==> config.mk <==
export PLATFORM = sky130hd
export DESIGN_NAME = sam_stop_counter
export DESIGN_NICKNAME = d
export VERILOG_FILES = /design/src/rtl/sam_stop_pkg.sv /design/src/rtl/sam_stop_code_reg.sv /design/src/rtl/sam_tap_reg.sv /design/src/rtl/sam_col_counter.sv /design/src/rtl/sam_stop_counter.sv
export SDC_FILE = /design/constraint.sdc
export NUM_CORES = 1
export LEC_CHECK = 0
export BUFFER_PORTS_ARGS = -buffer_cell sky130_fd_sc_hd__clkbuf_2
export CORE_MARGIN = 2
export CORE_UTILIZATION = 45
export CTS_BUF_LIST = sky130_fd_sc_hd__clkbuf_16
export CTS_CLUSTER_DIAMETER = 120
export DETAILED_ROUTE_END_ITERATION = 7
export PLACE_DENSITY = 0.69
export REMOVE_ABC_BUFFERS = 1
export SLEW_MARGIN = 25
export SYNTH_ARGS = -nofsm -noshare
export SYNTH_HDL_FRONTEND = slang
export SYNTH_HIERARCHICAL = 1
export SYNTH_SLANG_ARGS = --single-unit
export TNS_END_PERCENT = 20
==> constraint.sdc <==
create_clock -name clk -period 2.3 [get_ports clk]
set_input_delay 0.46 -clock clk [delete_from_list [all_inputs] [get_ports clk]]
set_output_delay 0.46 -clock clk [all_outputs]
set_load 0.05 [all_outputs]
==> src/rtl/sam_stop_pkg.sv <==
`timescale 1ns/1ps
package sam_stop_pkg;

  localparam int CODE_W = 4;

  // Boundary spacing, expressed as the number of high bits of the
  // half-offset that are ignored when looking for a boundary.
  typedef enum logic [1:0] {
    SPAN_FULL    = 2'd0,
    SPAN_HALF    = 2'd1,
    SPAN_QUARTER = 2'd2,
    SPAN_EIGHTH  = 2'd3
  } span_e;

  function automatic span_e decode_code(input logic [CODE_W-1:0] code);
    case (code)
      4'b1111: decode_code = SPAN_FULL;
      4'b0111: decode_code = SPAN_HALF;
      4'b0011: decode_code = SPAN_QUARTER;
      4'b0001: decode_code = SPAN_EIGHTH;
      default: decode_code = SPAN_FULL;
    endcase
  endfunction

endpackage

==> src/rtl/sam_stop_code_reg.sv <==
`timescale 1ns/1ps
module sam_stop_code_reg
  import sam_stop_pkg::*;
#(
  parameter int HALF_W = 7
) (
  input  logic              clk,
  input  logic              rst_n,
  input  logic              set_stb,
  input  logic [CODE_W-1:0] set_code,
  output logic [HALF_W-1:0] ign_mask
);

  span_e span_q;

  always_ff @(posedge clk or negedge rst_n) begin
    if (!rst_n) begin
      span_q <= SPAN_FULL;
    end else if (set_stb) begin
      span_q <= decode_code(set_code);
    end
  end

  // High bits of the half offset that do not take part in the match.
  always_comb begin
    ign_mask = ~({HALF_W{1'b1}} >> span_q);
  end

endmodule

==> src/rtl/sam_tap_reg.sv <==
`timescale 1ns/1ps
module sam_tap_reg #(
  parameter int ADDR_W = 8
) (
  input  logic              clk,
  input  logic              rst_n,
  input  logic              load,
  input  logic [ADDR_W-1:0] din,
  output logic [ADDR_W-1:0] dout
);

  always_ff @(posedge clk or negedge rst_n) begin
    if (!rst_n) begin
      dout <= '0;
    end else if (load) begin
      dout <= din;
    end
  end

endmodule

==> src/rtl/sam_col_counter.sv <==
`timescale 1ns/1ps
module sam_col_counter #(
  parameter int ADDR_W = 8,
  localparam int HALF_W = ADDR_W - 1
) (
  input  logic              clk,
  input  logic              rst_n,
  input  logic              step,
  input  logic [HALF_W-1:0] ign_mask,
  input  logic [ADDR_W-1:0] tap,
  output logic [ADDR_W-1:0] cnt,
  output logic              hit
);

  logic on_bnd;

  // The half-select bit never takes part, so boundaries repeat per half.
  always_comb begin
    on_bnd = &(cnt[HALF_W-1:0] | ign_mask);
  end

  always_ff @(posedge clk or negedge rst_n) begin
    if (!rst_n) begin
      cnt <= '0;
      hit <= 1'b0;
    end else begin
      hit <= 1'b0;
      if (step) begin
        if (on_bnd) begin
          cnt <= tap;
          hit <= 1'b1;
        end else begin
          cnt <= cnt + 1'b1;
        end
      end
    end
  end

endmodule

==> src/rtl/sam_stop_counter.sv <==
`timescale 1ns/1ps
module sam_stop_counter
  import sam_stop_pkg::*;
#(
  parameter int ADDR_W = 8
) (
  input  logic              clk,
  input  logic              rst_n,
  input  logic              mset_stb,
  input  logic [3:0]        mset_code,
  input  logic              xfer_stb,
  input  logic [ADDR_W-1:0] xfer_tap,
  input  logic              sclk_en,
  output logic [ADDR_W-1:0] col_addr,
  output logic              stop_hit
);

  localparam int HALF_W = ADDR_W - 1;

  logic [HALF_W-1:0] stop_mask;
  logic [ADDR_W-1:0] tap_q;

  sam_stop_code_reg #(.HALF_W(HALF_W)) code_i (
    .clk      (clk),
    .rst_n    (rst_n),
    .set_stb  (mset_stb),
    .set_code (mset_code),
    .ign_mask (stop_mask)
  );

  sam_tap_reg #(.ADDR_W(ADDR_W)) tap_i (
    .clk   (clk),
    .rst_n (rst_n),
    .load  (xfer_stb),
    .din   (xfer_tap),
    .dout  (tap_q)
  );

  sam_col_counter #(.ADDR_W(ADDR_W)) cnt_i (
    .clk      (clk),
    .rst_n    (rst_n),
    .step     (sclk_en),
    .ign_mask (stop_mask),
    .tap      (tap_q),
    .cnt      (col_addr),
    .hit      (stop_hit)
  );

endmodule

==> flow_summary.toml, run 1 <==
[synth]
synth_xor_area_share_pct = 0.843
ys_ff_latch = 19
synth_cell_types = 34
synth-seq-area-share_pct = 45.8
synthMuxAreaShare_pct = 16.6
yosys.cell_count.top_type = "dfrtp_1"
synthFlopType = "dfrtp_1"
synth_area_um2 = 1040
synth_simple_gate_area_share_pct = 16.9
synth_area_leaders = "dfrtp_1 46%, mux2_4 12%, buf_4 3.6%"
ys_async_sr_fraction_pct = 100
synth_largest_area_cell = "dfrtp_1"
ys.warnings.count = 6
synth_fa_ha_area_share_pct = 1.20
synthTopCellsByCount = "19 x dfrtp_1, 8 x mux2_4, 5 x buf_4, 5 x nand2_1, 5 x nand3_1"
synth_edf_count = 0
synth_top_cell_area_share_pct = 45.8
synth_top_family_by_area = "simple AND/OR/NAND/NOR gates"
syn_avg_cell_area_um2 = 11.5
synth_compound_gate_area_share_pct = 10.2
synth_cells = 90

[sta]
skew_ns = 0.00523
fin_crit_ns = 1.81
timing.fmax_mhz = 551
grt_setup_unrepaired = "false"
slew_violations = 0
fin_crit_sh_pct = 78.8
hold_viol = 0
setup-violations-final = 0
fin_tns_setup_ns = 0
setup_ws_ns = 0.487

[power]
clkPwrFrac_pct = 22.1
irDropWorstVdd_mv = 0.619
sw_frac_of_total_pct = 43.1
switchingPower_uw = 691
p_int_uw = 912
seqPwrFrac_pct = 32.9
comb_power_share_pct = 45.0
leakage_uw = 0.000597
power_density_nw_per_um2 = 1300

[floorplanning]
boundaryPins = 26
core_area_um2 = 2190
die-area_um2 = 2710
start_util_pct = 47.4
chipHeight_um = 52.0
die_x_um = 52.0
rows = 17

[finish]
fill_cells = 196
fin_cells = 143
finalNetCount = 134
fin_area_um2 = 1240
syn_to_final_growth_pct = 19.0
antenna_cells = 0
drive_above_1_share_pct = 40.9

[critical_path]
crit_required_ns = 2.47
end_kind = "register"
start_kind = "register"
worstPathArrival_ns = 1.98
crit_type = "register to register"
cp_max_fo = 9

[drt]
wirelength_met1_um = 904
routed_wirelength_mm = 1.95
drtPass1Iterations = 4
via_count = 755
drc = 0
dr.first_iter.drc_count = 9
top_layer = "met4"
post_drt_wl_per_cell_um = 13.6
post_drt_via_cell_ratio = 5.28
wl_met3_um = 87
ant_nets = 0
met2_length_um = 945

[clocking]
cts_buffers = 3
post_cts_buffers = 0
clkLatencyLatePin_ns = 0.25
clock_path_buffers = 2
cts_sinks = 19
clkTransAtPathRegs_ns = 0.06
cts_resized = 0
tritoncts = "yes"
cts_hold_buf = 0
root_buffer = "clkbuf_16"
cts_max_level = 1

[place]
dpl.cell_count = 139
pre_cts_ws_ns = 0.490
place_hpwl_mm = 1.37
place.port_buffers = 25
placed_cell_area_um2 = 1160
finalWeightedCongestion = 0.790

[grt]
grt_pass1_vias = 771
grt.total_usage_pct = 16.9
grt_start_max_net_pins = 20
gr-total-overflow = 0
antenna_found_initial = 0
grt_pass1_wl_mm = 3.37

[hold_path]
hold_class = "input port to async pin"

[run_status]
status = "finished clean"

[job]
maxCapViolCount = 0
## registers in the layout, indices dropped and copies added (netlist names)
register / flops
cnt_i/cnt: 8
cnt_i/hit: 1
tap_i/dout: 8
code_i/span_q: 2
## placed cells by master (no fill, tap or decap)
cell / netlist / final
dfrtp_1: 19 / 19
a22oi_1: 2 / 2
and3_2: 1 / 1
a21oi_1: 2 / 2
o21ai_0: 2 / 2
o22ai_1: 3 / 3
mux2i_1: 3 / 3
o211ai_1: 1 / 1
and3_1: 1 / 1
nand3_1: 5 / 5
mux2_4: 8 / 8
o311ai_0: 1 / 1
nor4_4: 1 / 1
and2_2: 1 / 1
clkbuf_16: 0 / 3
xor2_1: 1 / 1
or4b_1: 2 / 2
inv_1: 4 / 4
o22ai_2: 1 / 1
and2_1: 1 / 1
nand2_1: 5 / 5
mux2_2: 2 / 2
or2_2: 1 / 1
nor2b_1: 3 / 3
nor3b_1: 1 / 1
buf_4: 5 / 2
a311o_2: 1 / 1
conb_1: 1 / 4
nand3b_1: 3 / 3
clkbuf_2: 0 / 25
ha_1: 1 / 1
clkinv_2: 0 / 1
a31oi_1: 2 / 2
nor2_1: 2 / 2
## cell type report
type                    count  area [um2]  share of cell area [%]
multi-input cells          61         490                    39.7
flip-flops and latches     19         475                    38.5
repair buffers             27         140                    11.3
clock buffers               3        75.1                    6.07
well taps                  28        35.0                    2.83
inverters                   4        15.0                    1.21
clock inverters             1        5.00                   0.405
## power groups by stage
stage,Sequential [uW],Clock (uW),Combinational [uW]
finish,528,354,722
global route,545,380,781
CTS,527,364,725
detailed placement,533,0,717
global placement,530,0,702
floorplan,750,0,304
## cell families after synthesis
family / count (synthesis)
AND/OR/NAND/NOR: 27
flip-flops: 19
AO/OA/AOI/OAI: 15
multiplexers: 13
buffers and inverters: 13
adder cells (fa/ha/maj): 1
other: 1
XOR/XNOR: 1
## stage by stage
step	power (uW)	hold WS, ns	utilization, %
2_1_floorplan	1050	0.164	-
3_3_place_gp	1230	0.433	52.8
3_5_place_dp	1250	0.446	52.8
4_1_cts	1620	0.178	56.4
5_1_grt	1710	0.200	56.4
6_report	1600	0.163	56.4
## final timing paths
kind                       cells past startpoint  slack [ns]                      endpoint                          from
min in group clk                               2        0.44     tap_i/dout[3]$_DFFE_PN0P_                   xfer_tap[3]
max in group asynchronous                      1        1.80  code_i/span_q[1]$_DFFE_PN0P_                         rst_n
max reg2reg                                    6        0.49      cnt_i/cnt[5]$_DFFE_PN0P_  code_i/span_q[1]$_DFFE_PN0P_
max                                            6        0.49      cnt_i/cnt[5]$_DFFE_PN0P_  code_i/span_q[1]$_DFFE_PN0P_
min                                            1        0.16      cnt_i/cnt[5]$_DFFE_PN0P_                         rst_n
min reg2reg                                    1        0.51     tap_i/dout[7]$_DFFE_PN0P_     tap_i/dout[7]$_DFFE_PN0P_
## per-layer routing
layer | vias to the layer above | track usage [%]
li1 | 364 | -
met1 | 370 | 22.1
met2 | 19 | 27.8
met3 | 2 | 2.59
met4 | 0 | 6.58
met5 | - | 0
## worst max-delay path, stage by stage, from the launching register on
cell,delay (ns)
dfrtp_1,0.39
or2_2,0.28
o22ai_1,0.23
nor4_4,0.06
buf_4,0.17
or4b_1,0.50
o211ai_1,0.10
Power figures use the tool's default switching activity.
==> run 2, diff against run 1 <==
- clock period: 2.3 -> 1.7 ns (I/O delays scaled with it)
==> run 2 against run 1 <==
Against the previous run:
- clock skew down 0.0028 ns
- hold slack worse by 0.12 ns
- final cell count up 5.6%
- non-clock buffer count up 8
- clock power up 34%
- fmax up 7.3%
- power up 48%
- register-to-register slack worse by 0.48 ns
- via count up 4.4%
- clock-buffer cell count unchanged
- sequential share of layout area down 2.6 points
- largest power group unchanged
- highest routed layer unchanged
==> flow_summary.toml, run 2 (synthesis results as in run 1) <==
[run_status]
status = "finished clean"

[finish]
final_common_cell = "clkbuf_2"
fin_cells = 151
drive_above_1_share_pct = 47.2
fin_area_um2 = 1330
syn_to_final_growth_pct = 27.8
mostFrequentLayoutCells = "25 x clkbuf_2, 18 x dfrtp_1, 9 x buf_4, 8 x mux2_4"
antenna_cells = 0
finalNetCount = 142
reg.largest.list = "cnt_i/cnt: 8 flops, tap_i/dout: 8 flops, code_i/span_q: 2 flops"

[place]
dpl.cell_count = 144
finalWeightedCongestion = 0.796
place_hpwl_mm = 1.54
placed_cell_area_um2 = 1190
place.port_buffers = 25

[critical_path]
critPathSlowestCell = "or4b_1"
rr_endpoint = "cnt_i/cnt[5]$_DFFE_PN0P_"
ff2ff_path_depth = 6
reg2reg_slack_ns = 0.009
end_kind = "register"
cp-startpoint = "code_i/span_q[0]$_DFFE_PN0P_"
cp_max_fo = 5
rr_startpoint = "code_i/span_q[0]$_DFFE_PN0P_"
crit_required_ns = 1.86
crit_type = "register to register"
worstPathArrival_ns = 1.85
max_stage_delay_ns = 0.49
start_kind = "register"
crit_chain = "or2_4 > o22ai_4 > nor4_4 > buf_4 > or4b_1 > o211ai_1"

[grt]
grt_pass1_vias = 767
antenna_found_initial = 0
grt_pass1_wl_mm = 3.57
gr-total-overflow = 0
grt.total_usage_pct = 18.3
grt_start_max_net_pins = 20

[clocking]
cts_hold_buf = 0
cts_max_level = 1
clkLatencyLatePin_ns = 0.25
tritoncts = "yes"
root_buffer = "clkbuf_16"
cts_buffers = 3
clkTransAtPathRegs_ns = 0.05
cts_sinks = 19
clock_path_buffers = 2

[power]
p_int_uw = 1380
switchingPower_uw = 998
comb_power_share_pct = 51.0
irDropWorstVdd_mv = 1.16
power_density_nw_per_um2 = 1790
clkPwrFrac_pct = 19.9
power_uw = 2370
sw_frac_of_total_pct = 42.0
seqPwrFrac_pct = 29.1
leakage_uw = 0.000637

[sta]
skew_ns = 0.00246
hold_viol = 0
setup-violations-final = 0
hold_ws_ns = 0.0394
grt_setup_unrepaired = "true"
timing.fmax_mhz = 592
fin_crit_sh_pct = 99.4
fin_crit_ns = 1.69
slew_violations = 0
fin_tns_setup_ns = 0

[floorplanning]
chipHeight_um = 52.0
rows = 17
core_area_um2 = 2190
die-area_um2 = 2710
start_util_pct = 47.4
die_x_um = 52.0
boundaryPins = 26

[drt]
routed_wirelength_mm = 2.21
via_count = 788
drtPass1Iterations = 4
post_drt_via_cell_ratio = 5.22
post_drt_wl_per_cell_um = 14.6
ant_nets = 0
dr.first_iter.drc_count = 13
drc = 0

[hold_path]
hold_class = "input port to async pin"

[job]
maxCapViolCount = 0
-- run 2: final cells by class --
cell class	instances	area (um2)
clock inverter	1	5.00
clock buffer	3	75.1
inverter	4	15.0
sequential	19	477
tap	28	35.0
multi-input combinational	61	517
timing repair buffer	35	204
fill	187	863
-- run 2: how the worst max path moves through the flow --
stage,cells after the start,slack [ns],endpoint
finish,6,0.009,cnt_i/cnt[5]$_DFFE_PN0P_
global route,6,-0.06,cnt_i/cnt[5]$_DFFE_PN0P_
global placement,5,0.03,cnt_i/cnt[7]$_DFFE_PN0P_
CTS,6,-0.003,cnt_i/cnt[2]$_DFFE_PN0P_
floorplan,4,-0.47,cnt_i/cnt[7]$_DFFE_PN0P_
detailed placement,5,-0.02,cnt_i/cnt[5]$_DFFE_PN0P_
-- run 2: per-layer routing --
metal,part of all wire (%),GRT usage (%)
met3,4.7,6.32
met5,0,0
met4,0.41,3.95
met2,52,28.5
met1,43,24.5
-- run 2: worst max-delay path, delay by kind of cell (launching register included) --
family | cells | cell delay (ns)
AOI/OAI and AO/OA | 2 | 0.22
buffers and inverters | 1 | 0.15
DFF | 1 | 0.40
and+or+nand+nor | 3 | 0.83
-- run 2: metrics by stage --
| step | setup slack [ns] | util [%] |
|---|---|---|
| after floorplan | -0.466 | - |
| after global placement | 0.0328 | 54.5 |
| after detailed placement | -0.0171 | 54.5 |
| after CTS | -0.00298 | 58.4 |
| after global routing | -0.0593 | 60.6 |
| final | 0.00941 | 60.6 |
-- run 2: what timing repair did --
item | 4_1_cts | 5_1_grt
endpoints found under the hold margin | 0 | 0
setup endpoints to repair | 6 | 8
gates resized for setup | 1 | 6
buffers inserted | 0 | 3
pin swaps | 1 | 7
-- run 2: power by group through the flow --
stage               combinational, uW  sequential [uW]  clock [uW]
detailed placement               1110              673           0
global placement                 1090              671           0
global route                     1310              702         499
CTS                              1130              669         483
floorplan                         411             1010           0
finish                           1210              690         473
==> run 3, diff against run 2 <==
- clock period: 1.7 -> 1.8 ns (I/O delays scaled with it)
==> run 3 against run 2 <==
Against the previous run:
- register-to-register slack improved by 0.09 ns
- cell area fell by 3.2%
- flip-flop and latch count did not move
- combinational power fell by 12%
- critical path depth fell by 1
- clock power fell by 3%
- first-iteration DRC count rose by 38%
- utilization fell by 1.9 points
- largest cell class unchanged
- critical path type unchanged
- sequential power fell by 7.2%
- clock-buffer cell count did not move
==> flow_summary.toml, run 3 (synthesis results as in run 1) <==
[power]
leakage_uw = 0.000619
clkPwrFrac_pct = 21.2
power_uw = 2160
irDropWorstVdd_mv = 1.21
seqPwrFrac_pct = 29.6
p_int_uw = 1230
power_density_nw_per_um2 = 1680
sw_frac_of_total_pct = 43.2
switchingPower_uw = 934
comb_power_share_pct = 49.2

[floorplanning]
start_util_pct = 47.4
core_area_um2 = 2190
rows = 17
die-area_um2 = 2710
boundaryPins = 26
die_x_um = 52.0
chipHeight_um = 52.0

[grt]
grt_start_max_net_pins = 20
grt_pass1_wl_mm = 3.46
grt.total_usage_pct = 17.3
antenna_found_initial = 0
gr-total-overflow = 0
grt_pass1_vias = 763

[critical_path]
end_kind = "register"
crit_required_ns = 1.99
cp_max_fo = 4
start_kind = "register"
worstPathArrival_ns = 1.89
ff2ff_path_depth = 5
crit_type = "register to register"

[drt]
post_drt_wl_per_cell_um = 14.3
dr.first_iter.drc_count = 18
drtPass1Iterations = 4
drc = 0
post_drt_via_cell_ratio = 5.34
routed_wirelength_mm = 2.11
via_count = 790
ant_nets = 0

[run_status]
status = "finished clean"

[finish]
antenna_cells = 0
mostFrequentLayoutCells = "25 x clkbuf_2, 19 x dfrtp_1, 8 x mux2_4, 6 x buf_4"
utilization_pct = 58.7
fin_cells = 148
syn_to_final_growth_pct = 23.7
final_common_cell = "clkbuf_2"
drive_above_1_share_pct = 44.2
reg.largest.list = "cnt_i/cnt: 8 flops, tap_i/dout: 8 flops, code_i/span_q: 2 flops"
finalNetCount = 139

[clocking]
root_buffer = "clkbuf_16"
post_cts_buffers = 0
cts_buffers = 3
clock_path_buffers = 2
clkLatencyLatePin_ns = 0.25
cts_max_level = 1
cts_sinks = 19
tritoncts = "yes"
clkTransAtPathRegs_ns = 0.06

[place]
dpl.cell_count = 143
finalWeightedCongestion = 0.773
place.port_buffers = 25
pre_cts_ws_ns = 0.0790
place_hpwl_mm = 1.52

[sta]
setup_ws_ns = 0.0947
hold_viol = 0
grt_setup_unrepaired = "false"
fin_crit_ns = 1.71
timing.fmax_mhz = 586
setup-violations-final = 0
fin_crit_sh_pct = 94.7
skew_ns = 0.00222
slew_violations = 0

[hold_path]
hold_class = "input port to async pin"

[job]
maxCapViolCount = 0
-- run 3: final timing paths --
check	start	endpoint	slack (ns)
worst max-delay path	code_i/span_q[0]$_DFFE_PN0P_	cnt_i/cnt[6]$_DFFE_PN0P_	0.09
worst min-delay path	rst_n	cnt_i/cnt[6]$_DFFE_PN0P_	0.05
worst max register to register	code_i/span_q[0]$_DFFE_PN0P_	cnt_i/cnt[6]$_DFFE_PN0P_	0.09
worst min register to register	cnt_i/cnt[7]$_DFFE_PN0P_	cnt_i/cnt[7]$_DFFE_PN0P_	0.52
max in group asynchronous	rst_n	tap_i/dout[7]$_DFFE_PN0P_	1.42
min in group clk	xfer_tap[7]	tap_i/dout[7]$_DFFE_PN0P_	0.34
-- run 3: power groups by stage --
stage                     clock [uW]  sequential (uW)  combinational, uW
after detailed placement           0              643               1020
after global placement             0              638               1010
final                            459              640               1060
after floorplan                    0              958                388
after CTS                        463              636               1030
after global routing             476              656               1140
-- run 3: layer usage --
layer,global-route usage [%],wire length [um],up-vias,part of all wire (%)
met5,0,0,-,0
met4,3.95,0,0,0
met3,4.31,101,0,4.8
met2,29.3,1010,24,48
met1,22.0,1000,386,47
li1,-,-,380,-
-- run 3: final cells by class --
type	count	area, um2
Fill cell	181	906
Multi-Input combinational cell	62	509
Sequential cell	19	475
Timing Repair Buffer	31	170
Clock buffer	3	75.1
Tap cell	28	35.0
Inverter	4	15.0
Clock inverter	1	5.00
-- run 3: timing repair --
item                                    CTS  global route
endpoints found under the setup margin    0             5
hold buffers                              0             0
gates resized for setup                   0             1
-- run 3: worst max-delay path: stages (launching register included) --
cell,delay [ns]
dfrtp_1,0.38
or2_2,0.31
o22ai_2,0.22
nor4_2,0.11
or4b_1,0.52
nand3_1,0.10
-- run 3: per-stage QoR --
stage / TNS, ns / instance area, um2 / hold slack [ns]
5_1_grt: 0 / 1280 / 0.105
2_1_floorplan: -1.09 / 981 / 0.0644
3_5_place_dp: 0 / 1190 / 0.341
3_3_place_gp: 0 / 1190 / 0.339
6_report: 0 / 1280 / 0.0519
4_1_cts: 0 / 1270 / 0.0788
